`config.mk`:
```
export PLATFORM = sky130hd
export DESIGN_NAME = b8zs_tx_encoder
export DESIGN_NICKNAME = d
export VERILOG_FILES = /design/src/rtl/b8zs_tx_pkg.sv /design/src/rtl/b8zs_zero_window.sv /design/src/rtl/b8zs_rail_former.sv /design/src/rtl/b8zs_tx_encoder.sv
export SDC_FILE = /design/constraint.sdc
export NUM_CORES = 1
export LEC_CHECK = 0
export BUFFER_PORTS_ARGS = -buffer_cell sky130_fd_sc_hd__buf_4
export CAP_MARGIN = 10
export CORE_ASPECT_RATIO = 1.75
export CORE_MARGIN = 5
export CORE_UTILIZATION = 56
export DETAILED_ROUTE_END_ITERATION = 10
export HOLD_SLACK_MARGIN = 0.05
export PLACE_DENSITY_LB_ADDON = 0.08
export SYNTH_ARGS = -nofsm -noshare
export SYNTH_HDL_FRONTEND = slang
export SYNTH_SLANG_ARGS = --single-unit
```
`constraint.sdc`:
```
create_clock -name clk -period 1.9 [get_ports clk]
set_input_delay 0 -clock clk [delete_from_list [all_inputs] [get_ports clk]]
set_output_delay 0 -clock clk [all_outputs]
set_load 0.005 [all_outputs]
```
`src/rtl/b8zs_tx_pkg.sv`:
```
`timescale 1ns/1ps
package b8zs_tx_pkg;

  localparam int ZRUN = 8;

  typedef enum logic [1:0] {
    SUB_NONE = 2'd0,
    SUB_V    = 2'd1,
    SUB_B    = 2'd2
  } sub_e;

  typedef struct packed {
    logic dual;
    logic mark;
    logic neg;
    sub_e sub;
  } slot_t;

  // Slot 0 is the newest bit; slot ZRUN-1 leaves first.
  function automatic sub_e sub_code(input int unsigned idx);
    case (idx)
      0, 3:    sub_code = SUB_B;
      1, 4:    sub_code = SUB_V;
      default: sub_code = SUB_NONE;
    endcase
  endfunction

endpackage

```
`src/rtl/b8zs_zero_window.sv`:
```
`timescale 1ns/1ps
module b8zs_zero_window
  import b8zs_tx_pkg::*;
#(
  parameter int DEPTH = ZRUN
) (
  input  logic  clk,
  input  logic  rst,
  input  slot_t slot_in,
  input  logic  sub_en,
  output slot_t slot_out
);

  slot_t line_q [DEPTH];
  slot_t cand   [DEPTH];
  logic  run_hit;

  always_comb begin
    cand[0] = slot_in;
    for (int i = 1; i < DEPTH; i++) begin
      cand[i] = line_q[i-1];
    end
    run_hit = sub_en;
    for (int i = 0; i < DEPTH; i++) begin
      if (cand[i].dual || cand[i].mark || (cand[i].sub != SUB_NONE)) begin
        run_hit = 1'b0;
      end
    end
  end

  always_ff @(posedge clk) begin
    if (rst) begin
      for (int i = 0; i < DEPTH; i++) begin
        line_q[i] <= '0;
      end
    end else begin
      for (int i = 0; i < DEPTH; i++) begin
        line_q[i] <= cand[i];
        if (run_hit) begin
          line_q[i].sub <= sub_code(i);
        end
      end
    end
  end

  assign slot_out = line_q[DEPTH-1];

endmodule

```
`src/rtl/b8zs_rail_former.sv`:
```
`timescale 1ns/1ps
module b8zs_rail_former
  import b8zs_tx_pkg::*;
(
  input  logic  clk,
  input  logic  rst,
  input  slot_t slot,
  input  logic  blue_tx,
  input  logic  rloop_req,
  input  logic  rloop_p,
  input  logic  rloop_n,
  output logic  rail_p,
  output logic  rail_n
);

  logic last_pos_q;
  logic nxt_p, nxt_n, flip;

  always_comb begin
    nxt_p = 1'b0;
    nxt_n = 1'b0;
    flip  = 1'b0;
    if (blue_tx) begin
      nxt_p = ~last_pos_q;
      nxt_n = last_pos_q;
      flip  = 1'b1;
    end else if (rloop_req) begin
      nxt_p = rloop_p & ~rloop_n;
      nxt_n = rloop_n & ~rloop_p;
    end else if (slot.dual) begin
      nxt_p = slot.mark & ~slot.neg;
      nxt_n = slot.neg & ~slot.mark;
    end else begin
      case (slot.sub)
        SUB_V: begin
          nxt_p = last_pos_q;
          nxt_n = ~last_pos_q;
        end
        SUB_B: begin
          nxt_p = ~last_pos_q;
          nxt_n = last_pos_q;
          flip  = 1'b1;
        end
        default: begin
          if (slot.mark) begin
            nxt_p = ~last_pos_q;
            nxt_n = last_pos_q;
            flip  = 1'b1;
          end
        end
      endcase
    end
  end

  always_ff @(posedge clk) begin
    if (rst) begin
      last_pos_q <= 1'b0;
      rail_p     <= 1'b0;
      rail_n     <= 1'b0;
    end else begin
      if (flip) begin
        last_pos_q <= ~last_pos_q;
      end
      rail_p <= nxt_p;
      rail_n <= nxt_n;
    end
  end

endmodule

```
`src/rtl/b8zs_tx_encoder.sv`:
```
`timescale 1ns/1ps
module b8zs_tx_encoder
  import b8zs_tx_pkg::*;
#(
  parameter int DEPTH = ZRUN
) (
  input  logic clk,
  input  logic rst,
  input  logic tx_data,
  input  logic tx_neg_zsub,
  input  logic dual_sel,
  input  logic blue_tx,
  input  logic rloop_req,
  input  logic rloop_p,
  input  logic rloop_n,
  output logic rail_p,
  output logic rail_n
);

  slot_t in_slot;
  slot_t out_slot;
  logic  sub_en;

  always_comb begin
    in_slot.dual = dual_sel;
    in_slot.mark = tx_data;
    in_slot.neg  = dual_sel & tx_neg_zsub;
    in_slot.sub  = SUB_NONE;
  end

  assign sub_en = ~dual_sel & tx_neg_zsub;

  b8zs_zero_window #(.DEPTH(DEPTH)) u_window (
    .clk      (clk),
    .rst      (rst),
    .slot_in  (in_slot),
    .sub_en   (sub_en),
    .slot_out (out_slot)
  );

  b8zs_rail_former u_former (
    .clk       (clk),
    .rst       (rst),
    .slot      (out_slot),
    .blue_tx   (blue_tx),
    .rloop_req (rloop_req),
    .rloop_p   (rloop_p),
    .rloop_n   (rloop_n),
    .rail_p    (rail_p),
    .rail_n    (rail_n)
  );

endmodule

```
# After elaboration in Yosys (flattened, before gate mapping)
# Memories as Yosys holds them, arrays and structs flattened.
# Index checks and enable logic that the tools add are counted.
# W data, S select, Z words.
dict set report word_totals {
  ff_bits 3
  mem_bits_rw 40
  out_inout_bits 2
  memories 1
}
dict set report op_classes {
  eq_ne 2
  mux 51
  n_bitwise 28
  n_reduce_logical 22
}
# memory words width read_ports rd_clocked_by_memory_dff write_ports line
set memory_table {}
lappend memory_table {u_window.line_q 8 5 8 0 8 b8zs_zero_window.sv:14} ;# slot_t line_q [DEPTH];
# cell count
set op_table {}
lappend op_table {{$mux W5} 8}
lappend op_table {{$mux W2} 14}
lappend op_table {{$mux W1} 26}
lappend op_table {{$or A1 B1 Y1} 16}
lappend op_table {{$logic_or A1 B1 Y1} 15}
lappend op_table {{$reduce_bool A2 Y1} 7}
lappend op_table {{$and A1 B1 Y1} 6}
lappend op_table {{$not A1 Y1} 6}
lappend op_table {{$pmux W1 S2} 3}
lappend op_table {{$eq A2 B1 Y1 const B} 1}
lappend op_table {{$eq A2 B2 Y1 const B} 1}

# Depth between registers and ports, before layout
dict set report logic_depth {
  word_depth 14
  depth_mapped 5
  ltp_nobuf 5
}

# Cells and area by module
# A second synthesis with hierarchy kept.
dict set report hier_totals {
  cells_unflattened 134
  area_unflattened_um2 1566.5
}
# mod instances cells_each area_per_inst_um2 seq_area_each_um2
set by_module_without_submodules {}
lappend by_module_without_submodules {b8zs_zero_window 1 100 1292.5 920.9}
lappend by_module_without_submodules {b8zs_rail_former 1 31 254.0 60.1}
lappend by_module_without_submodules {b8zs_tx_encoder 1 3 20.0 0.0}

# Worst setup path before layout
# Ideal clock, no wire load.
dict set report synth_timing {
  path_type {register to register}
  from {mem u_window.line_q[0][35] in the netlist's numbering}
  to {reg u_former.rail_p}
  t_arrival_ps 1424
  slack_ps 405
  path_stages_with_launch 6
  cell_sequence {edfxtp_1 -> inv_1 -> ha_1 -> or4b_4 -> o211ai_1 -> o2bb2ai_1}
}
# element line
set synth_rtl {}
lappend synth_rtl {{start, declared} b8zs_zero_window.sv:14}
lappend synth_rtl {{end signal, assigned} b8zs_rail_former.sv:64} ;# rail_p <= nxt_p;
lappend synth_rtl {{end, declared} b8zs_rail_former.sv:12} ;# output logic rail_p,

==> flow_summary.ini <==
[power]
cellLeakagePower_nw = 0.640
power.share.clock_pct = 40.4
combPwrFrac_pct = 5.6
vdd_drop_max_v = 0.000738
power.internal_w = 0.00129
p_per_cell_area_nw_per_um2 = 1000
p_seq_share_pct = 54.0
p_switching_w = 0.000321
sw_frac_of_total_pct = 19.9

[cts]
ctsLongestPathBuffers = 2
cts.sink_count = 38
worstSkewPairLatency_ps = 280
postCtsSetupRepairBufs = 0
clock_tree_from_tritoncts = built
clock-root-buffer = sky130_fd_sc_hd__clkbuf_8
path_clk_slew_ps = 70
cts_max_level = 2
cts-buffers-inserted = 5

[cells_and_area]
design.final.nets = 147
area.growth.synth_to_final_pct = 21.1
commonest_non_fill_non_tap_cell_in_the_layout = sky130_fd_sc_hd__nor2b_1
final_cell_mix = sky130_fd_sc_hd__nor2b_1 (32), sky130_fd_sc_hd__dfxtp_1 (29), sky130_fd_sc_hd__buf_4 (10)
fin_cells = 162
post_route_cells_drive_above_1_share_pct = 16.8
insertedDiodeCount = 0
fin_util_pct = 70.7

[setup_path]
worstReg2RegStart = u_window.line_q[0][36]
criticalPathCategory = flip-flop to flip-flop
critPathBufInv = 0
worst-endpoint-arrival_ps = 1840
cpPeakStageDelay_ps = 390
reg2reg_setup_slack_ps = 270
path_delay_family = multiplexers
setup.worst_path.start_class = flip-flop
rr_endpoint = u_former.last_pos_q
cp_endpoint_kind = flip-flop
slowest_stage = sky130_fd_sc_hd__edfxtp_1
critical_path_peak_fanout = 3
cp_data_required_time_ps = 2110
path_cells = ha_1, mux2_2, a21oi_1, mux2i_1
r2r_cells = 4

[global_routing]
first_global_vias = 842
grt_first_pass_wirelength_mm = 3.58
global_route.usage.total_pct = 15.3
grt_antenna_before_repair = 0
grt.overflow.total = 0
grt_start_max_net_pins = 39

[timing]
setup-violations-final = 0
max_clock_freq_ghz = 0.613
rsz0062_at_grt = false
final_min_period_over_clock_period_pct = 85.8
slew_viol_final = 0
finalHoldViolCount = 0
final_setup_skew_ps = 6.27
fin_tns_setup_ps = 0
period_needed_ps = 1630

[synthesis]
yosys_warnings = 0
synth_cell_type_count = 29
ys_ff_latch = 38
seq_area_frac_synth_pct = 64.2
post_synth_inst_count = 110
syn-mean-instance-area_um2 = 12.1
cell_area_after_synthesis_um2 = 1330

[drt]
drtPass1Iterations = 3
dr_drc_count = 0
route.layer.met1.wl_um = 810
post_drt_wl_per_cell_um = 13.4
highest-signal-layer = met4
postRouteWirelength_mm = 2.17
route.vias.total = 805
drt_via_density = 4.97
antenna_left = 0
route.met2.wl_mm = 1.23
detailroute.wirelength.met3_um = 88
drt_first_iter_violations = 4

[floorplanning]
io_pins = 11
fp.dieArea_um2 = 3480
core_region_area_um2 = 2270
chipHeight_um = 74.4
die_w_um = 46.8
std_cell_rows = 23
initial_utilization_pct = 58.3

[min_path]
min_delay_worst_endpoint = u_window.line_q[0][28]
min-delay-start = rst
holdCritPathClass = input pin to flip-flop
min_delay_path_depth = 2

[placement]
numPlacedInstances = 149
numPortBuffers = 10
gp_congestion = 0.696
hpwlAfterDp_mm = 1.56

[run]
max-cap-violations = 0

[status]
outcome = finished, final reports clean
cells by family (layout without fill, tap and decap cells):
family                   Yosys count  after routing  synth area share, %
AND/OR/NAND/NOR                   53             53                 25.9
buffers and inverters              8             27                 2.26
adder cells (fa/ha/maj)            2              2                 1.89
AO/OA/AOI/OAI                      6              6                 3.87
multiplexers                       2              2                 1.60
flip-flops                        38             38                 64.2
other                              1              9                0.283
per-stage QoR:
| stage | total power, W | cell area (um2) | hold WS (ps) | setup slack [ps] |
|---|---|---|---|---|
| CTS | 0.00163 | 1610 | 98.9 | 270 |
| global route | 0.00168 | 1610 | 112 | 138 |
| floorplan | 0.000934 | 1360 | 122 | 405 |
| detailed placement | 0.000968 | 1450 | 219 | 296 |
| finish | 0.00161 | 1610 | 103 | 270 |
| global placement | 0.000965 | 1450 | 212 | 342 |
power groups by stage:
stage / registers (W) / clock network [W] / logic [W]
6_report: 0.000868 / 0.000650 / 0.0000899
5_1_grt: 0.000870 / 0.000708 / 0.000102
4_1_cts: 0.000868 / 0.000670 / 0.0000902
3_5_place_dp: 0.000887 / 0 / 0.0000812
3_3_place_gp: 0.000886 / 0 / 0.0000790
2_1_floorplan: 0.000882 / 0 / 0.0000517
synthesized netlist by cell type:
master,instances,area share (%)
sky130_fd_sc_hd__o22ai_1,1,0.47
sky130_fd_sc_hd__mux2_2,1,0.85
sky130_fd_sc_hd__nand3_1,1,0.38
sky130_fd_sc_hd__clkbuf_1,4,1.1
sky130_fd_sc_hd__nor2b_1,32,15
sky130_fd_sc_hd__o211ai_1,1,0.57
sky130_fd_sc_hd__nand4b_1,1,0.66
sky130_fd_sc_hd__inv_1,4,1.1
sky130_fd_sc_hd__dfxtp_1,29,44
sky130_fd_sc_hd__or4bb_1,1,0.85
sky130_fd_sc_hd__nor3_1,1,0.38
sky130_fd_sc_hd__mux2i_1,1,0.75
sky130_fd_sc_hd__or4bb_2,1,0.94
sky130_fd_sc_hd__conb_1,1,0.28
sky130_fd_sc_hd__nand2_1,1,0.28
sky130_fd_sc_hd__or2_2,1,0.47
sky130_fd_sc_hd__or4b_4,1,1.0
sky130_fd_sc_hd__a21oi_1,1,0.38
sky130_fd_sc_hd__o2bb2ai_1,2,1.3
sky130_fd_sc_hd__ha_1,2,1.9
sky130_fd_sc_hd__o221ai_2,1,1.1
sky130_fd_sc_hd__nor4_1,5,2.4
sky130_fd_sc_hd__nor2_1,3,0.85
sky130_fd_sc_hd__and2_1,1,0.47
sky130_fd_sc_hd__nand3b_1,1,0.57
sky130_fd_sc_hd__nor4b_1,1,0.66
sky130_fd_sc_hd__nand2b_1,1,0.47
sky130_fd_sc_hd__edfxtp_1,9,20
sky130_fd_sc_hd__nand4_1,1,0.47
state kept, by name (all words and copies together), names as in the netlist:
signal               cells
u_former.rail_n          1
u_window.line_q         35
u_former.rail_p          1
u_former.last_pos_q      1
routing by layer:
metal	track usage (%)	vias to the layer above
met1	14.6	375
met2	26.6	11
met3	5.81	5
li1	-	414
met5	0	-
met4	8.31	0
layout make-up:
class | instances | area, um2
inverter | 4 | 15.0
timing repair buffer | 15 | 125
clock buffer | 5 | 68.8
fill | 167 | 667
sequential | 38 | 851
tap | 25 | 31.3
clock inverter | 3 | 40.0
multi-input combinational | 72 | 475
worst max path at each step:
stage	from	end	slack, ps	depth (start not counted)
finish	u_window.line_q[0][36]	u_former.last_pos_q	270	4
global route	u_window.line_q[0][35]	u_former.last_pos_q	140	5
CTS	u_window.line_q[0][36]	u_former.last_pos_q	270	4
detailed placement	u_window.line_q[0][36]	u_former.last_pos_q	300	4
global placement	u_window.line_q[0][36]	u_former.last_pos_q	340	4
floorplan	u_window.line_q[0][35]	u_former.rail_p	410	5
worst reg2reg max path: stages (launching register included):
cell and delay (ps):
sky130_fd_sc_hd__edfxtp_1 390, sky130_fd_sc_hd__ha_1 320, sky130_fd_sc_hd__mux2_2 330, sky130_fd_sc_hd__a21oi_1 270
sky130_fd_sc_hd__mux2i_1 240
repair_timing:
item                      in CTS  in global routing
gates resized for setup        0                  0
hold buffers                   5                  0
hold endpoints to repair       6                  0
No activity file was read; power rests on OpenSTA's default activity.
